--- config.mk ---
export PLATFORM = sky130hd
export DESIGN_NAME = pio_port
export DESIGN_NICKNAME = d
export VERILOG_FILES = /design/src/rtl/pio_pkg.sv /design/src/rtl/pio_addr_decode.sv /design/src/rtl/pio_bit_cell.sv /design/src/rtl/pio_read_mux.sv /design/src/rtl/pio_port.sv
export SDC_FILE = /design/constraint.sdc
export NUM_CORES = 1
export LEC_CHECK = 0
export BUFFER_PORTS_ARGS = -buffer_cell sky130_fd_sc_hd__buf_2
export CAP_MARGIN = 40
export CORE_MARGIN = 2
export CORE_UTILIZATION = 40
export CTS_CLUSTER_DIAMETER = 100
export DETAILED_ROUTE_END_ITERATION = 10
export PLACE_DENSITY = 0.69
export SLEW_MARGIN = 0
export SYNTH_ARGS = -nofsm -noshare
export SYNTH_HDL_FRONTEND = slang
export SYNTH_SLANG_ARGS = --single-unit
--- constraint.sdc ---
create_clock -name clk -period 1.75 [get_ports clk]
set_clock_uncertainty 0.05 [all_clocks]
set_input_delay 0.0875 -clock clk [delete_from_list [all_inputs] [get_ports clk]]
set_output_delay 0.0875 -clock clk [all_outputs]
set_load 0.01 [all_outputs]
--- src/rtl/pio_pkg.sv ---
`timescale 1ns/1ps
package pio_pkg;
  typedef enum logic [1:0] {
    SEL_NONE = 2'd0,
    SEL_DIR  = 2'd1,
    SEL_DATA = 2'd2
  } pio_sel_e;
endpackage

--- src/rtl/pio_addr_decode.sv ---
`timescale 1ns/1ps
module pio_addr_decode
  import pio_pkg::*;
#(
  parameter int ADDR_W    = 16,
  parameter int DIR_ADDR  = 0,
  parameter int DATA_ADDR = 1
) (
  input  logic [ADDR_W-1:0] addr,
  input  logic              rd,
  input  logic              wr_n,
  output pio_sel_e          sel,
  output logic              we_dir,
  output logic              we_dat,
  output logic              rd_hit
);
  localparam logic [ADDR_W-1:0] DIR_A  = ADDR_W'(DIR_ADDR);
  localparam logic [ADDR_W-1:0] DATA_A = ADDR_W'(DATA_ADDR);

  always_comb begin
    if (addr == DIR_A)       sel = SEL_DIR;
    else if (addr == DATA_A) sel = SEL_DATA;
    else                     sel = SEL_NONE;
  end

  assign we_dir = !wr_n && (sel == SEL_DIR);
  assign we_dat = !wr_n && (sel == SEL_DATA);
  assign rd_hit = rd && (sel != SEL_NONE);
endmodule

--- src/rtl/pio_bit_cell.sv ---
`timescale 1ns/1ps
module pio_bit_cell #(
  parameter bit PRESENT = 1'b1
) (
  input  logic clk,
  input  logic rst,
  input  logic we_dir,
  input  logic we_dat,
  input  logic wbit,
  input  logic phase_stb,
  input  logic pin,
  output logic dir_o,
  output logic dat_o,
  output logic smp_o
);
  generate
    if (PRESENT) begin : g_bit
      logic dir_q, dat_q, smp_q;
      always_ff @(posedge clk) begin
        if (rst) begin
          dir_q <= 1'b0;
          dat_q <= 1'b0;
          smp_q <= 1'b0;
        end else begin
          if (we_dir)    dir_q <= wbit;
          if (we_dat)    dat_q <= wbit;
          if (phase_stb) smp_q <= pin;
        end
      end
      assign dir_o = dir_q;
      assign dat_o = dat_q;
      assign smp_o = smp_q;
    end else begin : g_absent
      logic unused_bits;
      assign unused_bits = ^{clk, rst, we_dir, we_dat, wbit, phase_stb, pin};
      assign dir_o = 1'b0;
      assign dat_o = 1'b0;
      assign smp_o = 1'b0;
    end
  endgenerate
endmodule

--- src/rtl/pio_read_mux.sv ---
`timescale 1ns/1ps
module pio_read_mux
  import pio_pkg::*;
#(
  parameter int PORT_W = 8
) (
  input  pio_sel_e          sel,
  input  logic [PORT_W-1:0] dir,
  input  logic [PORT_W-1:0] dat,
  input  logic [PORT_W-1:0] smp,
  output logic [PORT_W-1:0] rd_val
);
  logic [PORT_W-1:0] data_view;

  genvar gi;
  generate
    for (gi = 0; gi < PORT_W; gi++) begin : g_sel
      assign data_view[gi] = dir[gi] ? dat[gi] : smp[gi];
    end
  endgenerate

  always_comb begin
    unique case (sel)
      SEL_DIR:  rd_val = dir;
      SEL_DATA: rd_val = data_view;
      default:  rd_val = '0;
    endcase
  end
endmodule

--- src/rtl/pio_port.sv ---
`timescale 1ns/1ps
module pio_port
  import pio_pkg::*;
#(
  parameter int                 ADDR_W      = 16,
  parameter int                 PORT_W      = 8,
  parameter logic [PORT_W-1:0]  ABSENT_MASK = 8'h20
) (
  input  logic              clk,
  input  logic              rst,
  input  logic              phase1_stb,
  input  logic [ADDR_W-1:0] bus_addr,
  input  logic [PORT_W-1:0] bus_wdata,
  input  logic              bus_rd,
  input  logic              bus_wr_n,
  input  logic [PORT_W-1:0] pin_in,
  output logic [PORT_W-1:0] bus_rdata,
  output logic [PORT_W-1:0] pin_out,
  output logic [PORT_W-1:0] pin_oe
);
  localparam logic [PORT_W-1:0] LIVE_MASK = ~ABSENT_MASK;

  pio_sel_e          sel;
  logic              we_dir, we_dat, rd_hit;
  logic [PORT_W-1:0] dir_v, dat_v, smp_v, rd_val;
  logic [PORT_W-1:0] rdata_q;

  pio_addr_decode #(.ADDR_W(ADDR_W), .DIR_ADDR(0), .DATA_ADDR(1)) u_dec (
    .addr(bus_addr), .rd(bus_rd), .wr_n(bus_wr_n),
    .sel(sel), .we_dir(we_dir), .we_dat(we_dat), .rd_hit(rd_hit)
  );

  genvar gi;
  generate
    for (gi = 0; gi < PORT_W; gi++) begin : g_cell
      pio_bit_cell #(.PRESENT(!ABSENT_MASK[gi])) u_cell (
        .clk(clk), .rst(rst), .we_dir(we_dir), .we_dat(we_dat),
        .wbit(bus_wdata[gi]), .phase_stb(phase1_stb), .pin(pin_in[gi]),
        .dir_o(dir_v[gi]), .dat_o(dat_v[gi]), .smp_o(smp_v[gi])
      );
    end
  endgenerate

  pio_read_mux #(.PORT_W(PORT_W)) u_mux (
    .sel(sel), .dir(dir_v), .dat(dat_v), .smp(smp_v), .rd_val(rd_val)
  );

  always_ff @(posedge clk) begin
    if (rst)         rdata_q <= '0;
    else if (rd_hit) rdata_q <= rd_val;
  end

  assign bus_rdata = rdata_q;
  assign pin_out   = dat_v;
  assign pin_oe    = dir_v;


  dir_write_chk: assert property (@(posedge clk) disable iff (rst)
    (!bus_wr_n && bus_addr == '0) |=> (pin_oe == ($past(bus_wdata) & LIVE_MASK)));


  dat_write_chk: assert property (@(posedge clk) disable iff (rst)
    (!bus_wr_n && bus_addr == ADDR_W'(1)) |=> (pin_out == ($past(bus_wdata) & LIVE_MASK)));


  idle_hold_chk: assert property (@(posedge clk) disable iff (rst)
    bus_wr_n |=> ($stable(pin_oe) && $stable(pin_out)));


  absent_bit_chk: assert property (@(posedge clk) disable iff (rst)
    ((bus_rdata & ABSENT_MASK) == '0) && ((pin_oe & ABSENT_MASK) == '0)
    && ((pin_out & ABSENT_MASK) == '0));


  data_read_chk: assert property (@(posedge clk) disable iff (rst)
    (bus_rd && bus_addr == ADDR_W'(1)) |=>
      (bus_rdata == (($past(pin_oe) & $past(pin_out)) | (~$past(pin_oe) & $past(smp_v)))));


  foreign_addr_chk: assert property (@(posedge clk) disable iff (rst)
    (bus_addr > ADDR_W'(1)) |=> ($stable(pin_oe) && $stable(pin_out) && $stable(bus_rdata)));


  read_hold_chk: assert property (@(posedge clk) disable iff (rst)
    !bus_rd |=> $stable(bus_rdata));
endmodule

Word-level counts from Yosys, hierarchy flattened:

Cells that the tools add are included.

* divide/modulo/power cells: 0
* equality and inequality tests: 3
* bitwise gates (word level): 0
* shifts and indexed selects: 0
* multiply operators: 0
* reduce and logical (&&, ||, !) cells: 6
* order comparisons: 0
* muxes and demuxes: 10
* add/sub/neg operators: 0

Operators by type and width (count)
* 16-bit by 1-bit equality test with 1-bit output, second input constant: 1
* 16-bit logical NOT: 1
* 8-bit one-hot mux with 2 select lines: 1
* 1-bit two-way mux: 7
* 2-bit two-way mux: 2
* 1-bit logical AND: 3
* 2-bit by 1-bit equality test with 1-bit output, second input constant: 1
* 2-bit equality test, second input constant: 1
* 2-bit nonzero test: 1
* 1-bit logical NOT: 1

* memories kept: 0
* RAM bits: 0
* latch bits: 0
* output and inout bits: 24
* flip-flop bits (word level): 29
* ROM bits: 0

Longest topological paths before layout:

Gate-level depths: netlist of run 1.

* word-level depth: 5
* mapped depth: 6

By module:

A second synthesis of run 1 with hierarchy kept.

* cells, all modules: 136
* area total of the unflattened synthesis: 1342.5 um^2

By module, submodules not included
* pio_bit_cell at g_cell[0].u_cell ...: cells each 9, area each 101.3 um^2, sequential area each 60.1 um^2, instances 7
* pio_port: cells each 26, area each 285.3 um^2, sequential area each 160.2 um^2, instances 1
* pio_read_mux: cells each 31, area each 262.8 um^2, sequential area each 0.0 um^2, instances 1
* pio_addr_decode: cells each 12, area each 58.8 um^2, sequential area each 0.0 um^2, instances 1
* pio_bit_cell at g_cell[5].u_cell: cells each 4, area each 26.3 um^2, sequential area each 0.0 um^2, instances 1

Worst setup path before layout of run 1:

Ideal clock, no wire load.

* path type: input-to-reg
* start: in bus_addr[3]
* end: reg rdata_q[3] (netlist: bus_rdata[3])
* data arrival time: 1.179 ns
* slack: 0.405 ns
* setup time: 0.116 ns
* required time: 1.584 ns
* cell stages on the path: 6
* cells stage by stage: nor4_1 and4_2 buf_2 buf_4 a21oi_1 a31o_2

* longest elaborated chain between the ends: 5
* elaborated cells between the ends (all ways): 9

Ends and longest elaborated chain
* start: declaration: RTL line pio_port.sv:12 `input logic [ADDR_W-1:0] bus_addr,`
* 16-bit by 1-bit equality test with 1-bit output: RTL line pio_addr_decode.sv:22 `else if (addr == DATA_A) sel = SEL_DATA;`
* 2-bit two-way mux: RTL line pio_addr_decode.sv:22
* 2-bit two-way mux *: RTL line pio_addr_decode.sv:21 `if (addr == DIR_A) sel = SEL_DIR;`
* 2-bit equality test (tied with other cells): RTL line pio_read_mux.sv:23 `unique case (sel)`
* 8-bit one-hot mux with 2 select lines or 1-bit logical AND (tied branches): RTL line pio_read_mux.sv:23, pio_addr_decode.sv:28
* end signal: assignment: RTL line pio_port.sv:50 `else if (rd_hit) rdata_q <= rd_val;`
* end: declaration: RTL line pio_port.sv:26 `logic [PORT_W-1:0] rdata_q;`

Mark *: on every way between the ends. The rest lies on a longest branch, timed or not.
A chain may end at the register's enable or synchronous reset.

Worst setup path after layout of run 1:

* start: in bus_addr[3]
* end: reg g_cell[0].u_cell.g_bit.dat_q

* longest elaborated chain between the ends: 5
* elaborated cells between the ends (all ways): 6

Ends and longest elaborated chain
* 16-bit by 1-bit equality test with 1-bit output: RTL line pio_addr_decode.sv:22
* 2-bit two-way mux: RTL line pio_addr_decode.sv:22
* 2-bit two-way mux *: RTL line pio_addr_decode.sv:21
* 2-bit equality test *: RTL line pio_addr_decode.sv:27 `assign we_dat = !wr_n && (sel == SEL_DATA);`
* 1-bit logical AND *: RTL line pio_addr_decode.sv:27
* end signal: assignment: RTL line pio_bit_cell.sv:26 `if (we_dat) dat_q <= wbit;`
* end: declaration: RTL line pio_bit_cell.sv:18 `logic dir_q, dat_q, smp_q;`

Marked as above.

==> results of run 1 <==
-- sequential cells by signal (all words and copies together), names as in the netlist --
signal	count
g_cell.u_cell.dir_o	7
g_cell.u_cell.dat_o	7
bus_rdata	7
g_cell.u_cell.smp_o	7
-- layer usage --
layer	vias to the layer above	wire length, um
met5	-	0
met4	0	13
met3	2	115
met2	25	1440
met1	540	1410
li1	626	-
-- synthesized netlist by cell type (all sizes together) --
cell	count	area share, %
a21oi	14	4.8
a311oi	7	4.2
a31o	7	4.2
and4	1	0.69
buf	20	10
clkbuf	8	2.1
conb	1	0.26
dfxtp	28	39
inv	7	1.8
mux2i	21	14
nand2b	28	12
nand3b	1	0.52
nand4	1	0.43
nor2	7	1.8
nor3	2	0.69
nor3b	1	0.86
nor4	3	1.7
or3	1	0.43
-- power breakdown --
part | internal (mW) | switching [mW] | total, mW
Sequential | 0.647 | 0.00499 | 0.652
Clock | 0.232 | 0.181 | 0.412
Combinational | 0.0750 | 0.0569 | 0.132
Total | 0.954 | 0.243 | 1.20
-- worst max-delay path, stage by stage --
cell	delay, ps
sky130_fd_sc_hd__buf_2	90
sky130_fd_sc_hd__nor4_1	320
sky130_fd_sc_hd__and4_2	470
sky130_fd_sc_hd__nand3b_1	190
sky130_fd_sc_hd__mux2i_1	210
-- logic make-up (layout without fill, tap and decap cells) --
group	after synthesis	after routing	synth area share, %
AOI/OAI and AO/OA	28	28	13.3
buffers and inverters	35	83	14.3
DFF	28	28	38.6
muxes	21	21	14.5
other	1	3	0.258
and+or+nand+nor	45	45	19.2
-- worst max-delay path by stage --
stage                                         to         from  depth (start not counted)  slack (ps)
after floorplan                     bus_rdata[3]  bus_addr[3]                          6         410
after CTS                 g_cell[0].u_cell.dat_o  bus_addr[3]                          5         560
after global routing      g_cell[6].u_cell.dir_o  bus_addr[7]                          6         430
final                     g_cell[0].u_cell.dat_o  bus_addr[3]                          5         570
after global placement    g_cell[7].u_cell.dir_o  bus_addr[3]                          5         210
after detailed placement  g_cell[0].u_cell.dat_o  bus_addr[3]                          5         210
-- repair_timing --
item	4_1_cts	5_1_grt
endpoints found under the hold margin	20	0
endpoints found under the setup margin	0	0
hold buffers	14	0
resized for setup	0	0
-- through the flow --
stage	std cells	cell area, um2
after global placement	236	1640
after global routing	254	1830
after detailed placement	236	1640
after floorplan	160	1460
final	254	1830
after CTS	254	1830
-- cell type report --
class,instances,area [um2],area share (%)
Tap cell,46,57.6,3.15
Clock buffer,3,22.5,1.23
Timing Repair Buffer,72,438,24.0
Multi-Input combinational cell,97,693,37.9
Clock inverter,1,30.0,1.64
Inverter,7,26.3,1.44
Sequential cell,28,561,30.7
==> metrics.txt, run 1 <==
# TYPE chip_impl_metric gauge
chip_impl_metric{name="diodes",unit=""} 0
chip_impl_metric{name="grt_use_met2",unit="%"} 24.3
chip_impl_metric{name="area_growth",unit="%"} 25.7
chip_impl_metric{name="timing.reg2reg.worst_path_depth",unit=""} 3
chip_impl_metric{name="tightest_slew",unit="ps"} 538
chip_impl_metric{name="dr_total_vias",unit=""} 1193
chip_impl_metric{name="fin_hold_viols",unit=""} 0
chip_impl_metric{name="initial_core_util",unit="%"} 42.6
chip_impl_metric{name="postSynthRegisterBits",unit=""} 28
chip_impl_metric{name="via_per_inst",unit=""} 4.70
chip_impl_metric{name="die-area",unit="um2"} 4130
chip_impl_metric{name="power.static_leakage",unit="nW"} 0.836
chip_impl_metric{name="crit_required",unit="ps"} 1950
chip_impl_metric{name="initial_antenna_violation_count",unit=""} 0
chip_impl_info{name="timing.critical_path.from_type",value="input pin"} 1
chip_impl_metric{name="path_clk_slew",unit="ps"} 140
chip_impl_metric{name="ant_nets",unit=""} 0
chip_impl_info{name="cts.root.buffer_cell",value="sky130_fd_sc_hd__clkbuf_4"} 1
chip_impl_metric{name="drc",unit=""} 0
chip_impl_metric{name="gr-usage-all-layers",unit="%"} 14.5
chip_impl_metric{name="period_needed",unit="ps"} 1180
chip_impl_info{name="result_of_the_run",value="completed"} 1
chip_impl_metric{name="achievable_freq",unit="MHz"} 850
chip_impl_metric{name="layout.nets",unit=""} 246
chip_impl_metric{name="global_route.overflow_total",unit=""} 0
chip_impl_metric{name="buffer_ports.inserted",unit=""} 55
chip_impl_metric{name="layout.filler_cells",unit=""} 342
chip_impl_info{name="critical_path.reg2reg.startpoint",value="g_cell[1].u_cell.dat_o"} 1
chip_impl_info{name="grt-busiest-layer",value="met2"} 1
chip_impl_metric{name="synth.distinct_cells",unit=""} 21
chip_impl_metric{name="synth_area_per_cell",unit="um2"} 9.20
chip_impl_metric{name="hpwl",unit="mm"} 2.13
chip_impl_info{name="criticalPathCategory",value="input pin to register"} 1
chip_impl_metric{name="site_row_count",unit=""} 21
chip_impl_metric{name="gr-usage-met1",unit="%"} 18.6
chip_impl_metric{name="worst_skew_pair.late_latency",unit="ps"} 320
chip_impl_metric{name="clock_path_buffers",unit=""} 2
chip_impl_info{name="min_delay_worst_endpoint",value="g_cell[0].u_cell.dir_o"} 1
chip_impl_info{name="setup.worst_path.end_class",value="register"} 1
chip_impl_metric{name="drv.max_cap_violation_count",unit=""} 0
chip_impl_metric{name="cts.sink_count",unit=""} 28
chip_impl_metric{name="drt_iter0_markers",unit=""} 54
chip_impl_metric{name="avgRoutedWirePerCell",unit="um"} 11.7
chip_impl_metric{name="critical_path_peak_fanout",unit=""} 15
chip_impl_metric{name="layout_worst_path_cycle_share",unit="%"} 67.2
chip_impl_metric{name="place_congestion",unit=""} 0.709
chip_impl_metric{name="post_route_cells_drive_above_1_share",unit="%"} 34.6
chip_impl_metric{name="vdd_drop_max",unit="uV"} 400
chip_impl_info{name="most_common_cell_after_layout_fill_and_taps_aside",value="sky130_fd_sc_hd__buf_2"} 1
chip_impl_metric{name="register_to_register_setup_slack",unit="ps"} 710
chip_impl_metric{name="power_per_cell_area",unit="nW/um2"} 654
chip_impl_metric{name="chipWidth",unit="um"} 64.3
chip_impl_metric{name="synth_sequential_area_ratio",unit="%"} 38.6
chip_impl_metric{name="min_path_cells",unit=""} 3
chip_impl_metric{name="fin_total_pwr",unit="mW"} 1.20
chip_impl_metric{name="core_region_area",unit="um2"} 3420
chip_impl_metric{name="finalWirelength",unit="mm"} 2.98
chip_impl_metric{name="cts_buffers",unit=""} 3
chip_impl_info{name="rsz0062_at_grt",value="false"} 1
chip_impl_info{name="tritoncts",value="built"} 1
chip_impl_metric{name="cts.htree.levels",unit=""} 1
chip_impl_metric{name="cts_setup_buffers",unit=""} 0
chip_impl_info{name="hp-start",value="bus_wr_n"} 1
chip_impl_metric{name="hold_slack",unit="ps"} 61.8
chip_impl_metric{name="setup_ws",unit="ps"} 574
chip_impl_metric{name="grt_start_max_net_pins",unit=""} 38
chip_impl_info{name="hold_class",value="input pin to register"} 1
chip_impl_metric{name="finalCoreUtilization",unit="%"} 53.5
chip_impl_metric{name="grt_first_pass_wirelength",unit="mm"} 4.77
chip_impl_metric{name="worstPathArrival",unit="ps"} 1380
chip_impl_metric{name="drt_pre_antenna_iters",unit=""} 6
chip_impl_metric{name="synthesis.yosys.warnings",unit=""} 0
chip_impl_metric{name="pre_cts_slack",unit="ps"} 205
chip_impl_metric{name="pin_count",unit=""} 61
chip_impl_metric{name="synthesis.instances",unit=""} 158
chip_impl_metric{name="grt_pass1_vias",unit=""} 1073
chip_impl_metric{name="fp.dieH",unit="um"} 64.3
chip_impl_metric{name="slew-limit-headroom",unit="%"} 64.1
chip_impl_metric{name="grt_use_met3",unit="%"} 3.35
chip_impl_info{name="crit-reg2reg-capture",value="bus_rdata[1]"} 1
chip_impl_metric{name="maxSlewViolCount",unit=""} 0
chip_impl_metric{name="setup_viol_count_final",unit=""} 0
chip_impl_metric{name="totalNegativeSetupSlack",unit="ps"} 0
chip_impl_metric{name="netlist_area",unit="um2"} 1450
chip_impl_info{name="most_frequent_cells_in_the_layout",value="sky130_fd_sc_hd__buf_2 (55), sky130_fd_sc_hd__nand2b_1 (28), sky130_fd_sc_hd__dfxtp_1 (28)"} 1
Note: power is estimated with default switching activity, not from simulation.
==> run 2, diff against run 1 <==
clock period = 1.1 ns   (was 1.75 ns; I/O delays follow)
==> run 2 against run 1 <==
Against the previous run: first-iteration DRC count is 11% higher; critical path depth stayed put; worst setup slack worse by 550 ps; count of clock-buffer cells in the layout is 1 higher; clock power is 21% higher; highest routed layer unchanged.
==> metrics.txt, run 2 (same netlist as run 1, synthesis figures left out) <==
# TYPE chip_impl_metric gauge
chip_impl_metric{name="power_per_cell_area",unit="nW/um2"} 926
chip_impl_metric{name="site_row_count",unit=""} 21
chip_impl_metric{name="setup_viol_count_final",unit=""} 0
chip_impl_metric{name="grt_first_pass_wirelength",unit="mm"} 5.41
chip_impl_metric{name="path_clk_slew",unit="ps"} 140
chip_impl_metric{name="achievable_freq",unit="MHz"} 929
chip_impl_metric{name="sequential_cell_area",unit="um2"} 561
chip_impl_metric{name="multi_input_logic_area",unit="um2"} 738
chip_impl_metric{name="period_needed",unit="ps"} 1080
chip_impl_metric{name="global_route.overflow_total",unit=""} 0
chip_impl_info{name="most_common_cell_after_layout_fill_and_taps_aside",value="sky130_fd_sc_hd__buf_2"} 1
chip_impl_metric{name="buffer_ports.inserted",unit=""} 55
chip_impl_metric{name="drt_iter0_markers",unit=""} 60
chip_impl_metric{name="finalCoreUtilization",unit="%"} 56.3
chip_impl_metric{name="dp_cells",unit=""} 243
chip_impl_info{name="rsz0062_at_grt",value="true"} 1
chip_impl_info{name="result_of_the_run",value="completed"} 1
chip_impl_metric{name="fin_hold_viols",unit=""} 0
chip_impl_metric{name="gr-usage-all-layers",unit="%"} 16.5
chip_impl_metric{name="initial_antenna_violation_count",unit=""} 0
chip_impl_metric{name="worst_skew_pair.late_latency",unit="ps"} 330
chip_impl_metric{name="maxSlewViolCount",unit=""} 0
chip_impl_metric{name="clock_path_buffers",unit=""} 2
chip_impl_metric{name="finalInstanceArea",unit="um2"} 1920
chip_impl_metric{name="final_instance_count_excl_fillers",unit=""} 261
chip_impl_info{name="setup.worst_path.end_class",value="register"} 1
chip_impl_metric{name="layout_worst_path_cycle_share",unit="%"} 97.8
chip_impl_metric{name="pin_count",unit=""} 61
chip_impl_metric{name="power.static_leakage",unit="nW"} 0.875
chip_impl_info{name="cts.root.buffer_cell",value="sky130_fd_sc_hd__clkbuf_4"} 1
chip_impl_metric{name="layout.filler_cells",unit=""} 328
chip_impl_metric{name="via_per_inst",unit=""} 4.60
chip_impl_metric{name="hold_slack",unit="ps"} 69.6
chip_impl_metric{name="ant_nets",unit=""} 0
chip_impl_metric{name="setup_ws",unit="ps"} 23.8
chip_impl_info{name="hold_class",value="input pin to register"} 1
chip_impl_metric{name="worstPathArrival",unit="ps"} 1250
chip_impl_metric{name="initial_core_util",unit="%"} 42.6
chip_impl_metric{name="grt_start_max_net_pins",unit=""} 24
chip_impl_metric{name="chipWidth",unit="um"} 64.3
chip_impl_info{name="criticalPathCategory",value="input pin to register"} 1
chip_impl_metric{name="die-area",unit="um2"} 4130
chip_impl_metric{name="totalNegativeSetupSlack",unit="ps"} 0
chip_impl_metric{name="finalWirelength",unit="mm"} 3.23
chip_impl_metric{name="pre_cts_slack",unit="ps"} -329
chip_impl_metric{name="fp.dieH",unit="um"} 64.3
chip_impl_metric{name="vdd_drop_max",unit="uV"} 512
chip_impl_metric{name="grt_pass1_vias",unit=""} 1212
chip_impl_metric{name="post_route_cells_drive_above_1_share",unit="%"} 38.1
chip_impl_metric{name="place_congestion",unit=""} 0.757
chip_impl_info{name="timing.critical_path.from_type",value="input pin"} 1
chip_impl_metric{name="drt_pre_antenna_iters",unit=""} 3
chip_impl_metric{name="layout.nets",unit=""} 253
chip_impl_metric{name="cts_buffers",unit=""} 3
chip_impl_metric{name="drc",unit=""} 0
chip_impl_metric{name="area_growth",unit="%"} 32.2
chip_impl_metric{name="cts.htree.levels",unit=""} 1
chip_impl_info{name="most_frequent_cells_in_the_layout",value="sky130_fd_sc_hd__buf_2 (53), sky130_fd_sc_hd__nand2b_1 (28), sky130_fd_sc_hd__dfxtp_1 (28)"} 1
chip_impl_metric{name="avgRoutedWirePerCell",unit="um"} 12.4
chip_impl_metric{name="postPlaceCellArea",unit="um2"} 1730
chip_impl_metric{name="cts.sink_count",unit=""} 28
chip_impl_metric{name="drv.max_cap_violation_count",unit=""} 0
chip_impl_metric{name="core_region_area",unit="um2"} 3420
chip_impl_info{name="tritoncts",value="built"} 1
chip_impl_metric{name="dr_total_vias",unit=""} 1200
chip_impl_metric{name="diodes",unit=""} 0
chip_impl_metric{name="critical_path_peak_fanout",unit=""} 5
chip_impl_metric{name="crit_required",unit="ps"} 1280
chip_impl_metric{name="hpwl",unit="mm"} 2.33
chip_impl_metric{name="fin_total_pwr",unit="mW"} 1.78
## run 2: timing repair
action / in CTS / in global routing
endpoints found under the setup margin: 1 / 12
endpoints found under the hold margin: 21 / 0
gates resized for setup: 1 / 2
pin swaps: 0 / 2
hold buffers: 14 / 0
setup buffers: 0 / 0
## run 2: worst paths after layout
path | from | end | slack, ps | cells after the start
min reg2reg | g_cell[2].u_cell.dat_o | g_cell[2].u_cell.dat_o | 450 | 2
min | rst | g_cell[3].u_cell.smp_o | 70 | 2
max reg2reg | g_cell[2].u_cell.dir_o | bus_rdata[2] | 60 | 3
max | bus_addr[7] | g_cell[1].u_cell.dir_o | 20 | 5
## run 2: worst max-delay path, cell delays in order
cell and delay, ps:
sky130_fd_sc_hd__buf_2 110, sky130_fd_sc_hd__nor4_4 280, sky130_fd_sc_hd__nand4_1 160, sky130_fd_sc_hd__or3_1 480, sky130_fd_sc_hd__mux2i_1 170
## run 2: routing by layer
| layer | global-route usage, % | part of all wire (%) | vias to the layer above |
|---|---|---|---|
| met5 | 0 | 0 | - |
| met4 | 4.79 | 1.2 | 0 |
| met3 | 2.99 | 3.7 | 5 |
| met2 | 28.9 | 47 | 25 |
| met1 | 20.4 | 48 | 532 |
| li1 | - | - | 638 |
## run 2: where the power goes
group	internal [mW]	switching [mW]
clock network	0.203	0.297
registers	1.03	0.00753
logic	0.135	0.107
## run 2: final cells by class
type | count | share of cell area, %
multi-input combinational | 97 | 38.4
sequential | 28 | 29.2
timing repair buffer | 79 | 26.2
tap | 46 | 2.99
clock buffer | 4 | 1.89
inverter | 7 | 1.37
==> run 3, diff against run 2 <==
--- a/config.mk
+++ b/config.mk
@@ -13,3 +13,3 @@
 export DETAILED_ROUTE_END_ITERATION = 10
-export PLACE_DENSITY = 0.69
+export PLACE_DENSITY = 0.79
 export SLEW_MARGIN = 0
==> constraint.sdc (replaced) <==
create_clock -name clk -period 1.1 [get_ports clk]
set_clock_uncertainty 0.05 [all_clocks]
set_input_delay 0.33 -clock clk [delete_from_list [all_inputs] [get_ports clk]]
set_output_delay 0.33 -clock clk [all_outputs]
set_load 0.01 [all_outputs]
==> run 3 against run 2 <==
Against the previous run: the flow now finishes with violations (setup timing); first-iteration DRC count fell by 53%; total power rose by 9.1%; sequential share of layout area fell by 1.3 points; count of clock-buffer cells in the layout fell by 1; clock power rose by 36%; critical path depth rose by 2; combinational power fell by 6%; via count rose by 5.3%; sequential power barely moved; worst setup slack got worse by 290 ps; critical endpoint is now g_cell[3].u_cell.dat_o.
==> metrics.txt, run 3 (same netlist as run 1, synthesis figures left out) <==
# TYPE chip_impl_metric gauge
chip_impl_metric{name="totalNegativeSetupSlack",unit="ps"} -5550
chip_impl_metric{name="place_congestion",unit=""} 0.842
chip_impl_metric{name="grt_pass1_vias",unit=""} 1183
chip_impl_metric{name="avgRoutedWirePerCell",unit="um"} 12.8
chip_impl_metric{name="dp_cells",unit=""} 245
chip_impl_metric{name="cts.htree.levels",unit=""} 1
chip_impl_metric{name="stage_delay_of_the_slowest_cell_on_the_critical_path",unit="ps"} 270
chip_impl_info{name="worstPathCellList",value="buf_6 > nor4_4 > nand4_1 > buf_4 > nor3b_2 > buf_4 > mux2i_1"} 1
chip_impl_metric{name="worst_skew_pair.late_latency",unit="ps"} 340
chip_impl_info{name="timing.critical_path.from_type",value="input pin"} 1
chip_impl_metric{name="cts_buffers",unit=""} 3
chip_impl_metric{name="layout_worst_path_cycle_share",unit="%"} 124
chip_impl_info{name="most_frequent_cells_in_the_layout",value="sky130_fd_sc_hd__buf_2 (29), sky130_fd_sc_hd__nand2b_1 (28), sky130_fd_sc_hd__buf_6 (26)"} 1
chip_impl_metric{name="setup_ws",unit="ps"} -267
chip_impl_info{name="crit_top_cell",value="sky130_fd_sc_hd__buf_4"} 1
chip_impl_metric{name="via_per_inst",unit=""} 4.82
chip_impl_metric{name="die-area",unit="um2"} 4130
chip_impl_info{name="most_common_cell_after_layout_fill_and_taps_aside",value="sky130_fd_sc_hd__buf_2"} 1
chip_impl_info{name="failing_checks",value="setup timing"} 1
chip_impl_info{name="criticalPathCategory",value="input pin to register"} 1
chip_impl_metric{name="drc",unit=""} 0
chip_impl_info{name="slowest_stage",value="sky130_fd_sc_hd__nor4_4"} 1
chip_impl_metric{name="post_route_cells_drive_above_1_share",unit="%"} 54.6
chip_impl_metric{name="drt_pre_antenna_iters",unit=""} 4
chip_impl_info{name="cts.root.buffer_cell",value="sky130_fd_sc_hd__clkbuf_4"} 1
chip_impl_info{name="result_of_the_run",value="finished with violations"} 1
chip_impl_metric{name="cts_hold_repair_buffers",unit=""} 0
chip_impl_metric{name="dr_total_vias",unit=""} 1263
chip_impl_metric{name="layout.filler_cells",unit=""} 307
chip_impl_metric{name="gr-usage-all-layers",unit="%"} 16.9
chip_impl_info{name="rsz0062_at_grt",value="true"} 1
chip_impl_metric{name="worstPathArrival",unit="ps"} 1580
chip_impl_info{name="setup.worst_path.end_class",value="register"} 1
chip_impl_metric{name="finalInstanceArea",unit="um2"} 2100
chip_impl_metric{name="site_row_count",unit=""} 21
chip_impl_metric{name="finalWirelength",unit="mm"} 3.35
chip_impl_metric{name="path_clk_slew",unit="ps"} 160
chip_impl_metric{name="layout.nets",unit=""} 254
chip_impl_metric{name="chipWidth",unit="um"} 64.3
chip_impl_metric{name="critical_path_peak_fanout",unit=""} 5
chip_impl_metric{name="global_route.overflow_total",unit=""} 0
chip_impl_metric{name="fp.dieH",unit="um"} 64.3
chip_impl_metric{name="clock_path_buffers",unit=""} 2
chip_impl_metric{name="register_to_register_setup_slack",unit="ps"} -40
chip_impl_metric{name="critPathBufInv",unit=""} 3
chip_impl_metric{name="power.static_leakage",unit="nW"} 0.941
chip_impl_metric{name="drv.max_cap_violation_count",unit=""} 0
chip_impl_metric{name="grt_first_pass_wirelength",unit="mm"} 5.49
chip_impl_info{name="cell_class_contributing_the_biggest_share_of_worst_path_delay",value="simple AND/OR/NAND/NOR gates"} 1
chip_impl_metric{name="initial_core_util",unit="%"} 42.6
chip_impl_metric{name="pin_count",unit=""} 61
chip_impl_metric{name="final_instance_count_excl_fillers",unit=""} 262
chip_impl_info{name="hold_class",value="input pin to register"} 1
chip_impl_metric{name="hpwl",unit="mm"} 2.34
chip_impl_metric{name="setup_viol_count_final",unit=""} 42
chip_impl_metric{name="diodes",unit=""} 0
chip_impl_metric{name="initial_antenna_violation_count",unit=""} 0
chip_impl_metric{name="vdd_drop_max",unit="uV"} 1010
chip_impl_metric{name="fin_total_pwr",unit="mW"} 1.94
chip_impl_info{name="tritoncts",value="built"} 1
chip_impl_metric{name="area_growth",unit="%"} 44.6
chip_impl_metric{name="postPlaceCellArea",unit="um2"} 1750
chip_impl_metric{name="ant_nets",unit=""} 0
chip_impl_metric{name="crit_required",unit="ps"} 1320
chip_impl_metric{name="drt_iter0_markers",unit=""} 28
chip_impl_metric{name="core_region_area",unit="um2"} 3420
chip_impl_metric{name="maxSlewViolCount",unit=""} 0
chip_impl_metric{name="achievable_freq",unit="MHz"} 732
chip_impl_metric{name="period_needed",unit="ps"} 1370
chip_impl_metric{name="cts.sink_count",unit=""} 28
chip_impl_metric{name="buffer_ports.inserted",unit=""} 55
chip_impl_metric{name="fin_hold_viols",unit=""} 0
chip_impl_metric{name="power_per_cell_area",unit="nW/um2"} 924
chip_impl_metric{name="grt_start_max_net_pins",unit=""} 24
==> run 3: cell count changes in the layout (fill, tap and decap cells not counted), moves of 14 or more <==
cell                            delta
sky130_fd_sc_hd__buf_2            -24
sky130_fd_sc_hd__buf_4            +14
sky130_fd_sc_hd__buf_6            +24
sky130_fd_sc_hd__dfxtp_1          -20
sky130_fd_sc_hd__dfxtp_2          +20
sky130_fd_sc_hd__dlygate4sd3_1    -14
==> run 3: worst paths after layout <==
| path | cells after the start | to | startpoint |
|---|---|---|---|
| min | 3 | g_cell[2].u_cell.smp_o | pin_in[2] |
| max | 7 | g_cell[3].u_cell.dat_o | bus_addr[7] |
| min reg2reg | 2 | g_cell[3].u_cell.dat_o | g_cell[3].u_cell.dat_o |
| max reg2reg | 4 | bus_rdata[7] | g_cell[7].u_cell.dat_o |
==> run 3: what timing repair did <==
action | CTS | global route
pin swaps | 0 | 2
resized for setup | 45 | 4
cloned | 0 | 0
hold endpoints to repair | 0 | 0
endpoints found under the setup margin | 42 | 42
setup buffers | 13 | 1
==> run 3: per-layer routing <==
layer / global-route usage, % / part of all wire, % / vias to the layer above
met5: 0 / 0 / -
met4: 3.46 / 1.4 / 0
met2: 27.3 / 47 / 35
li1: - / - / 641
met1: 23.2 / 47 / 583
met3: 3.70 / 4.5 / 4
==> run 3: worst min-delay path: cells and delay by family <==
family	cells	cell delay [ps]
simple gates	1	70
buf+inv	1	70
mux	1	50
==> run 3: cell type report <==
| type | instances | area (um2) | share of cell area, % |
|---|---|---|---|
| well taps | 46 | 57.6 | 2.74 |
| flip-flops and latches | 28 | 586 | 27.9 |
| repair buffers | 80 | 638 | 30.4 |
| multi-input cells | 97 | 742 | 35.3 |
| clock inverters | 1 | 30.0 | 1.43 |
| clock buffers | 3 | 22.5 | 1.07 |
| inverters | 7 | 26.3 | 1.25 |
==> run 3: stage by stage <==
stage	utilization [%]	setup WS, ps	hold WS (ps)
3_3_place_gp	51.4	-573	423
4_1_cts	60.8	-243	165
6_report	61.5	-267	166
3_5_place_dp	51.4	-613	428
2_1_floorplan	-	-391	411
5_1_grt	61.5	-329	181
==> run 3: power breakdown <==
| group | switching (mW) | internal, mW | total [mW] |
|---|---|---|---|
| registers | 0.00835 | 1.03 | 1.04 |
| clock network | 0.310 | 0.369 | 0.679 |
| logic | 0.104 | 0.123 | 0.227 |
| total | 0.422 | 1.52 | 1.94 |
